$ cat src/rtl/gpio_irq_pkg.sv
package gpio_irq_pkg;

    localparam int CFG_W = 8;

    typedef enum logic [1:0] {
        SEL_CFG  = 2'd0,
        SEL_STAT = 2'd1,
        SEL_IO   = 2'd2,
        SEL_NONE = 2'd3
    } reg_sel_e;

    typedef struct packed {
        logic [2:0] target;
        logic       pol;
        logic [1:0] det;
        logic       raw_en;
        logic       en;
    } irq_cfg_t;

    // Drop the upper detection bit when the instance uses the narrow encoding.
    function automatic irq_cfg_t cfg_from_word(logic [CFG_W-1:0] w, int det_w);
        irq_cfg_t c;
        c = irq_cfg_t'(w);
        if (det_w == 1) c.det[1] = 1'b0;
        return c;
    endfunction

endpackage

$ cat src/rtl/gpio_irq_sync.sv
module gpio_irq_sync (
    input  logic clk,
    input  logic rst,
    input  logic d_i,
    output logic s_o,
    output logic prev_o
);
    logic meta_q, s_q, prev_q;

    always_ff @(posedge clk) begin
        if (rst) begin
            meta_q <= 1'b0;
            s_q    <= 1'b0;
            prev_q <= 1'b0;
        end else begin
            meta_q <= d_i;
            s_q    <= meta_q;
            prev_q <= s_q;
        end
    end

    assign s_o    = s_q;
    assign prev_o = prev_q;
endmodule

$ cat src/rtl/gpio_irq_detect.sv
module gpio_irq_detect #(
    parameter int DET_W = 2
) (
    input  logic [1:0] det,
    input  logic       pol,
    input  logic       s,
    input  logic       prev,
    output logic       hit,
    output logic       edge_mode
);
    logic rise, fall, level_hit;

    assign rise      = s & ~prev;
    assign fall      = ~s & prev;
    assign level_hit = (s == pol);
    assign edge_mode = |det;

    generate
        if (DET_W == 2) begin : g_wide
            // code 1 rising, 2 falling, 3 both; polarity unused for edges
            assign hit = edge_mode ? ((det[0] & rise) | (det[1] & fall)) : level_hit;
        end else begin : g_narrow
            // single edge, polarity chooses its direction
            assign hit = edge_mode ? (pol ? rise : fall) : level_hit;
        end
    endgenerate
endmodule

$ cat src/rtl/gpio_irq_pin.sv
module gpio_irq_pin
    import gpio_irq_pkg::*;
#(
    parameter int   DET_W    = 2,
    parameter logic ACK_HIGH = 1'b1
) (
    input  logic             clk,
    input  logic             rst,
    input  logic             pin_i,
    input  logic             cfg_we,
    input  logic [CFG_W-1:0] wdata,
    input  logic             stat_we,
    output irq_cfg_t         cfg_o,
    output logic             status_o,
    output logic             sync_o
);
    irq_cfg_t cfg_q;
    logic     status_q, raw_prev_q;
    logic     s, prev, hit, edge_mode, spurious, evt, ack;

    gpio_irq_sync i_sync (
        .clk   (clk),
        .rst   (rst),
        .d_i   (pin_i),
        .s_o   (s),
        .prev_o(prev)
    );

    gpio_irq_detect #(.DET_W(DET_W)) i_det (
        .det      (cfg_q.det),
        .pol      (cfg_q.pol),
        .s        (s),
        .prev     (prev),
        .hit      (hit),
        .edge_mode(edge_mode)
    );

    assign spurious = cfg_q.raw_en & ~raw_prev_q & edge_mode;
    assign evt      = cfg_q.raw_en & (hit | spurious);
    assign ack      = stat_we & (wdata[0] == ACK_HIGH);

    always_ff @(posedge clk) begin
        if (rst) begin
            cfg_q      <= '0;
            status_q   <= 1'b0;
            raw_prev_q <= 1'b0;
        end else begin
            if (cfg_we) cfg_q <= cfg_from_word(wdata, DET_W);
            raw_prev_q <= cfg_q.raw_en;
            status_q   <= evt | (status_q & ~ack);
        end
    end

    assign cfg_o    = cfg_q;
    assign status_o = status_q;
    assign sync_o   = s;


    evt_wins_chk: assert property (@(posedge clk) disable iff (rst)
        (evt && ack) |=> status_q);

    ack_clear_chk: assert property (@(posedge clk) disable iff (rst)
        (ack && !evt) |=> !status_q);

    raw_gate_chk: assert property (@(posedge clk) disable iff (rst)
        (!cfg_q.raw_en && !status_q) |=> !status_q);

    level_hold_chk: assert property (@(posedge clk) disable iff (rst)
        (!edge_mode && cfg_q.raw_en && (s == cfg_q.pol)) |=> status_q);
endmodule

$ cat src/rtl/gpio_irq_unit.sv
module gpio_irq_unit
    import gpio_irq_pkg::*;
#(
    parameter int               NPINS    = 8,
    parameter int               DET_W    = 2,
    parameter logic [NPINS-1:0] ACK_HIGH = '1,
    localparam int              PIN_W    = (NPINS > 1) ? $clog2(NPINS) : 1,
    localparam int              AW       = PIN_W + 2
) (
    input  logic             clk,
    input  logic             rst,
    input  logic [NPINS-1:0] pins_i,
    input  logic             bus_we,
    input  logic [AW-1:0]    bus_addr,
    input  logic [CFG_W-1:0] bus_wdata,
    output logic [CFG_W-1:0] bus_rdata,
    output logic             irq_o
);
    reg_sel_e         sel;
    logic [PIN_W-1:0] pin_idx;
    irq_cfg_t         cfg_arr [NPINS];
    logic [NPINS-1:0] stat_vec, sync_vec, en_vec;

    assign sel     = reg_sel_e'(bus_addr[1:0]);
    assign pin_idx = bus_addr[AW-1:2];

    generate
        for (genvar i = 0; i < NPINS; i++) begin : g_pin
            logic hit_addr;
            assign hit_addr = bus_we && (pin_idx == PIN_W'(i));

            gpio_irq_pin #(.DET_W(DET_W), .ACK_HIGH(ACK_HIGH[i])) i_pin (
                .clk     (clk),
                .rst     (rst),
                .pin_i   (pins_i[i]),
                .cfg_we  (hit_addr && (sel == SEL_CFG)),
                .wdata   (bus_wdata),
                .stat_we (hit_addr && (sel == SEL_STAT)),
                .cfg_o   (cfg_arr[i]),
                .status_o(stat_vec[i]),
                .sync_o  (sync_vec[i])
            );
            assign en_vec[i] = cfg_arr[i].en;
        end
    endgenerate

    always_comb begin
        bus_rdata = '0;
        for (int i = 0; i < NPINS; i++) begin
            if (pin_idx == PIN_W'(i)) begin
                case (sel)
                    SEL_CFG:  bus_rdata = cfg_arr[i];
                    SEL_STAT: bus_rdata = {{(CFG_W-1){1'b0}}, stat_vec[i]};
                    SEL_IO:   bus_rdata = {{(CFG_W-1){1'b0}}, sync_vec[i]};
                    default:  bus_rdata = '0;
                endcase
            end
        end
    end

    assign irq_o = |(stat_vec & en_vec);


    rst_quiet_chk: assert property (@(posedge clk) rst |=> !irq_o);
endmodule

$ cat config.mk
export PLATFORM = sky130hd
export DESIGN_NAME = gpio_irq_unit
export DESIGN_NICKNAME = d
export VERILOG_FILES = /design/src/rtl/gpio_irq_pkg.sv /design/src/rtl/gpio_irq_sync.sv /design/src/rtl/gpio_irq_detect.sv /design/src/rtl/gpio_irq_pin.sv /design/src/rtl/gpio_irq_unit.sv
export SDC_FILE = /design/constraint.sdc
export NUM_CORES = 1
export LEC_CHECK = 0
export BUFFER_PORTS_ARGS = -buffer_cell sky130_fd_sc_hd__buf_4
export CAP_MARGIN = 0
export CORE_MARGIN = 2
export CORE_UTILIZATION = 50
export DETAILED_ROUTE_END_ITERATION = 6
export GPL_TIMING_DRIVEN = 0
export PLACE_DENSITY = 0.69
export SYNTH_ARGS = -nofsm -noshare
export SYNTH_HDL_FRONTEND = slang
export SYNTH_SLANG_ARGS = --single-unit
$ cat constraint.sdc
create_clock -name clk -period 1.3 [get_ports clk]
set_input_delay 0.13 -clock clk [delete_from_list [all_inputs] [get_ports clk]]
set_output_delay 0.13 -clock clk [all_outputs]
set_load 0.1 [all_outputs]
==> flow_summary.toml <==
[routing]
drt-met1-wl_um = 5960
first_pass_iters = 5
postRouteAntennaNets = 0
dr.max_layer_used = "met4"
drt_iter0_drc = 326
vias = 4311
drt_wl_total_um = 14100
wl_met2_um = 6480
vias_per_cell = 6.10
wl_per_cell_um = 19.9
met3_length_um = 1060
drcViolationCount = 0

[synthesis]
synth_enable_flop_cells = 0
synth_compound_area_frac = 0.194
syn_area_um2 = 4650
synthFlopType = "dfxtp_1"
seq_area_frac_synth = 0.448
synthXorXnorAreaFrac = 0.0151
synth_area_per_cell_um2 = 8.50
synthAdderAreaFrac = 0
synthSimpleGateAreaFrac = 0.187
synth_top_family_by_area = "compound AO/OA/AOI/OAI gates"
synthCells = 547
syn_nets = 571
async_flop_share = 0
ys_ff_latch = 104
ys_types = 43
yosysWarnings = 0
synth_mux_area_frac = 0.0995

[layout]
final_cell_mix = "78 x dfxtp_1, 62 x nand2_1, 62 x a21oi_1"
final_cells = 707
fill_cells = 794
diodes = 0
final_nets = 615
final_common_cell = "dfxtp_1"
drive_gt1_frac = 0.238
final_area_um2 = 5680
post-route-util = 0.620
area_delta_synth_final_pct = 22.0

[critical_path]
reg2reg_from = "g_pin[1].i_pin.cfg_o[4]$_SDFFE_PP0P_"
r2r_end = "g_pin[1].i_pin.status_o$_SDFF_PP0_"
crit_buf_inv = 1
cp_slowest_stage_delay_ps = 500
critPathTopFamily = "multiplexers"
path_cells = "mux4_2, mux2_4, a22o_4, buf_12"
start_kind = "flop"
path_class = "reg2out"
r2r_setup_slack_ps = 80
r2r_cells = 5
required_ps = 1170
crit_path_max_fanout = 3
cp-end-kind = "output pin"
slowest_stage = "mux4_2"
cp.arrival_ps = 1920

[outcome]
status = "complete, but fails checks"
violations = "negative setup slack"

[placed_design]
gp_congestion = 0.919
place_area_um2 = 5110
io_buffers = 21
pre_cts_ws_ps = -728
place_inst = 679
dp_hpwl_um = 9740

[clocking]
clockBufferDepth = 2
cts.sink_count = 104
clk-insertion-delay-late_ps = 380
cts_tree = "built"
cts_root_buf = "clkbuf_8"
numCtsBuffers = 9
path_clk_slew_ps = 110
htreeDepth = 3

[flow_run]
max-cap-violations = 0

[global_route]
grt_pass1_vias = 4233
antenna_found_initial = 0
overflow = 0
grt_pass1_wl_um = 22300
track_usage = 0.291
grt_max_degree = 21

[timing]
slew_viol_final = 0
hold_viol = 0
max_slew.worst_pin.slew_ps = 853
min_period_ps = 2050
rsz0062_at_grt = "true"
fin_worst_skew_ps = 15.1
maxSlewHeadroom = 0.431
report.final.setup_viol = 9
fin_crit_sh = 1.58
fin_ws_ps = -750
max_freq_mhz = 488
tns_ps = -5260

[floorplanning]
die_y_um = 100
chipWidth_um = 100
num_rows = 35
die_area_um2 = 10100
core_um2 = 9150
ioPinCount = 33
start_util = 0.508

[min_path]
min_path_type = "in2reg"
min_path_cells = 3
hold_end = "g_pin[3].i_pin.cfg_o[0]$_SDFFE_PP0P_"
timing.hold.worst.start = "bus_wdata[0]"

[power_and_ir_drop]
total_leakage_power_uw = 0.00216
powerDensity_nw_per_um2 = 1040
ir_drop_mv = 0.657
## synth_stat cells (3+ instances only)
master | instances | area share
dfxtp_1 | 104 | 0.45
nand2_1 | 70 | 0.056
a21oi_1 | 62 | 0.067
o21ai_0 | 54 | 0.058
nor2_1 | 33 | 0.027
nand3_1 | 28 | 0.030
clkbuf_1 | 26 | 0.021
mux2i_1 | 26 | 0.056
nor2b_1 | 26 | 0.035
inv_1 | 18 | 0.015
buf_2 | 9 | 0.0097
a221o_1 | 8 | 0.017
nor3_1 | 8 | 0.0086
xor2_1 | 8 | 0.015
a22o_1 | 6 | 0.011
a22oi_1 | 6 | 0.0097
mux2_2 | 6 | 0.015
mux4_2 | 6 | 0.029
nor2_2 | 4 | 0.0054
o21ai_1 | 4 | 0.0043
buf_4 | 3 | 0.0048
o2111ai_1 | 3 | 0.0057
o211ai_1 | 3 | 0.0048
## layer usage
layer / track usage / vias up
met5: 0 / -
met3: 0.0627 / 44
met4: 0.123 / 0
met2: 0.468 / 214
li1: - / 1993
met1: 0.379 / 2060
## metrics by stage
stage / total power [uW] / hold slack, ps
2_1_floorplan: 3700 / 258
3_3_place_gp: 3880 / 341
3_5_place_dp: 3890 / 345
4_1_cts: 5880 / 106
5_1_grt: 6080 / 111
6_report: 5880 / 111
## tightest hold or removal path: cells and delay by family
family	cells	cell delay (ps)
AOI/OAI and AO/OA	1	50
buffers and inverters	1	190
and+or+nand+nor	1	80
## kinds of logic after synthesis
family / count (synthesis)
AOI/OAI and AO/OA: 155
DFF: 104
muxes: 38
xor gates and xnor gates: 8
and+or+nand+nor: 182
buffers and inverters: 60
## power by group
| part | switching (uW) | total [uW] | internal, uW |
|---|---|---|---|
| registers | 34.2 | 3260 | 3230 |
| clock network | 1260 | 2010 | 750 |
| logic | 401 | 616 | 215 |
## registers in the layout (all words and copies together) (netlist names)
signal and count:
g_pin.i_pin.i_sync.s_o 8, g_pin.i_pin.raw_prev_q 8, g_pin.i_pin.status_o 8, g_pin.i_pin.i_sync.meta_q 8, g_pin.i_pin.cfg_o 64, g_pin.i_pin.i_sync.prev_o 8
## worst max path at each step
stage                                          from      endpoint  slack (ps)  cells after the start
6_report       g_pin[3].i_pin.cfg_o[4]$_SDFFE_PP0P_  bus_rdata[4]        -750                      4
2_1_floorplan                           bus_addr[0]  bus_rdata[0]        -580                      6
5_1_grt        g_pin[3].i_pin.cfg_o[4]$_SDFFE_PP0P_  bus_rdata[4]        -790                      4
3_3_place_gp                            bus_addr[4]  bus_rdata[6]        -720                      7
3_5_place_dp                            bus_addr[4]  bus_rdata[6]        -730                      7
4_1_cts        g_pin[3].i_pin.cfg_o[4]$_SDFFE_PP0P_  bus_rdata[4]        -750                      4
## repair_timing
action                                 in CTS  in global routing
endpoints found under the hold margin       8                  0
setup buffers                               4                  0
resized for setup                          53                 35
pin swaps                                   7                  6
setup endpoints to repair                  25                 27
hold buffers                                8                  0
## area by class of cell
| class | instances | area [um2] | area share |
|---|---|---|---|
| plain buffers | 42 | 249 | 0.0439 |
| multi-input cells | 383 | 2520 | 0.444 |
| inverters | 18 | 70.1 | 0.0123 |
| flip-flops and latches | 104 | 2120 | 0.374 |
| well taps | 111 | 139 | 0.0245 |
| clock inverters | 7 | 71.3 | 0.0126 |
| clock buffers | 9 | 124 | 0.0218 |
| repair buffers | 33 | 380 | 0.0670 |
No activity file was read; power rests on OpenSTA's default activity.
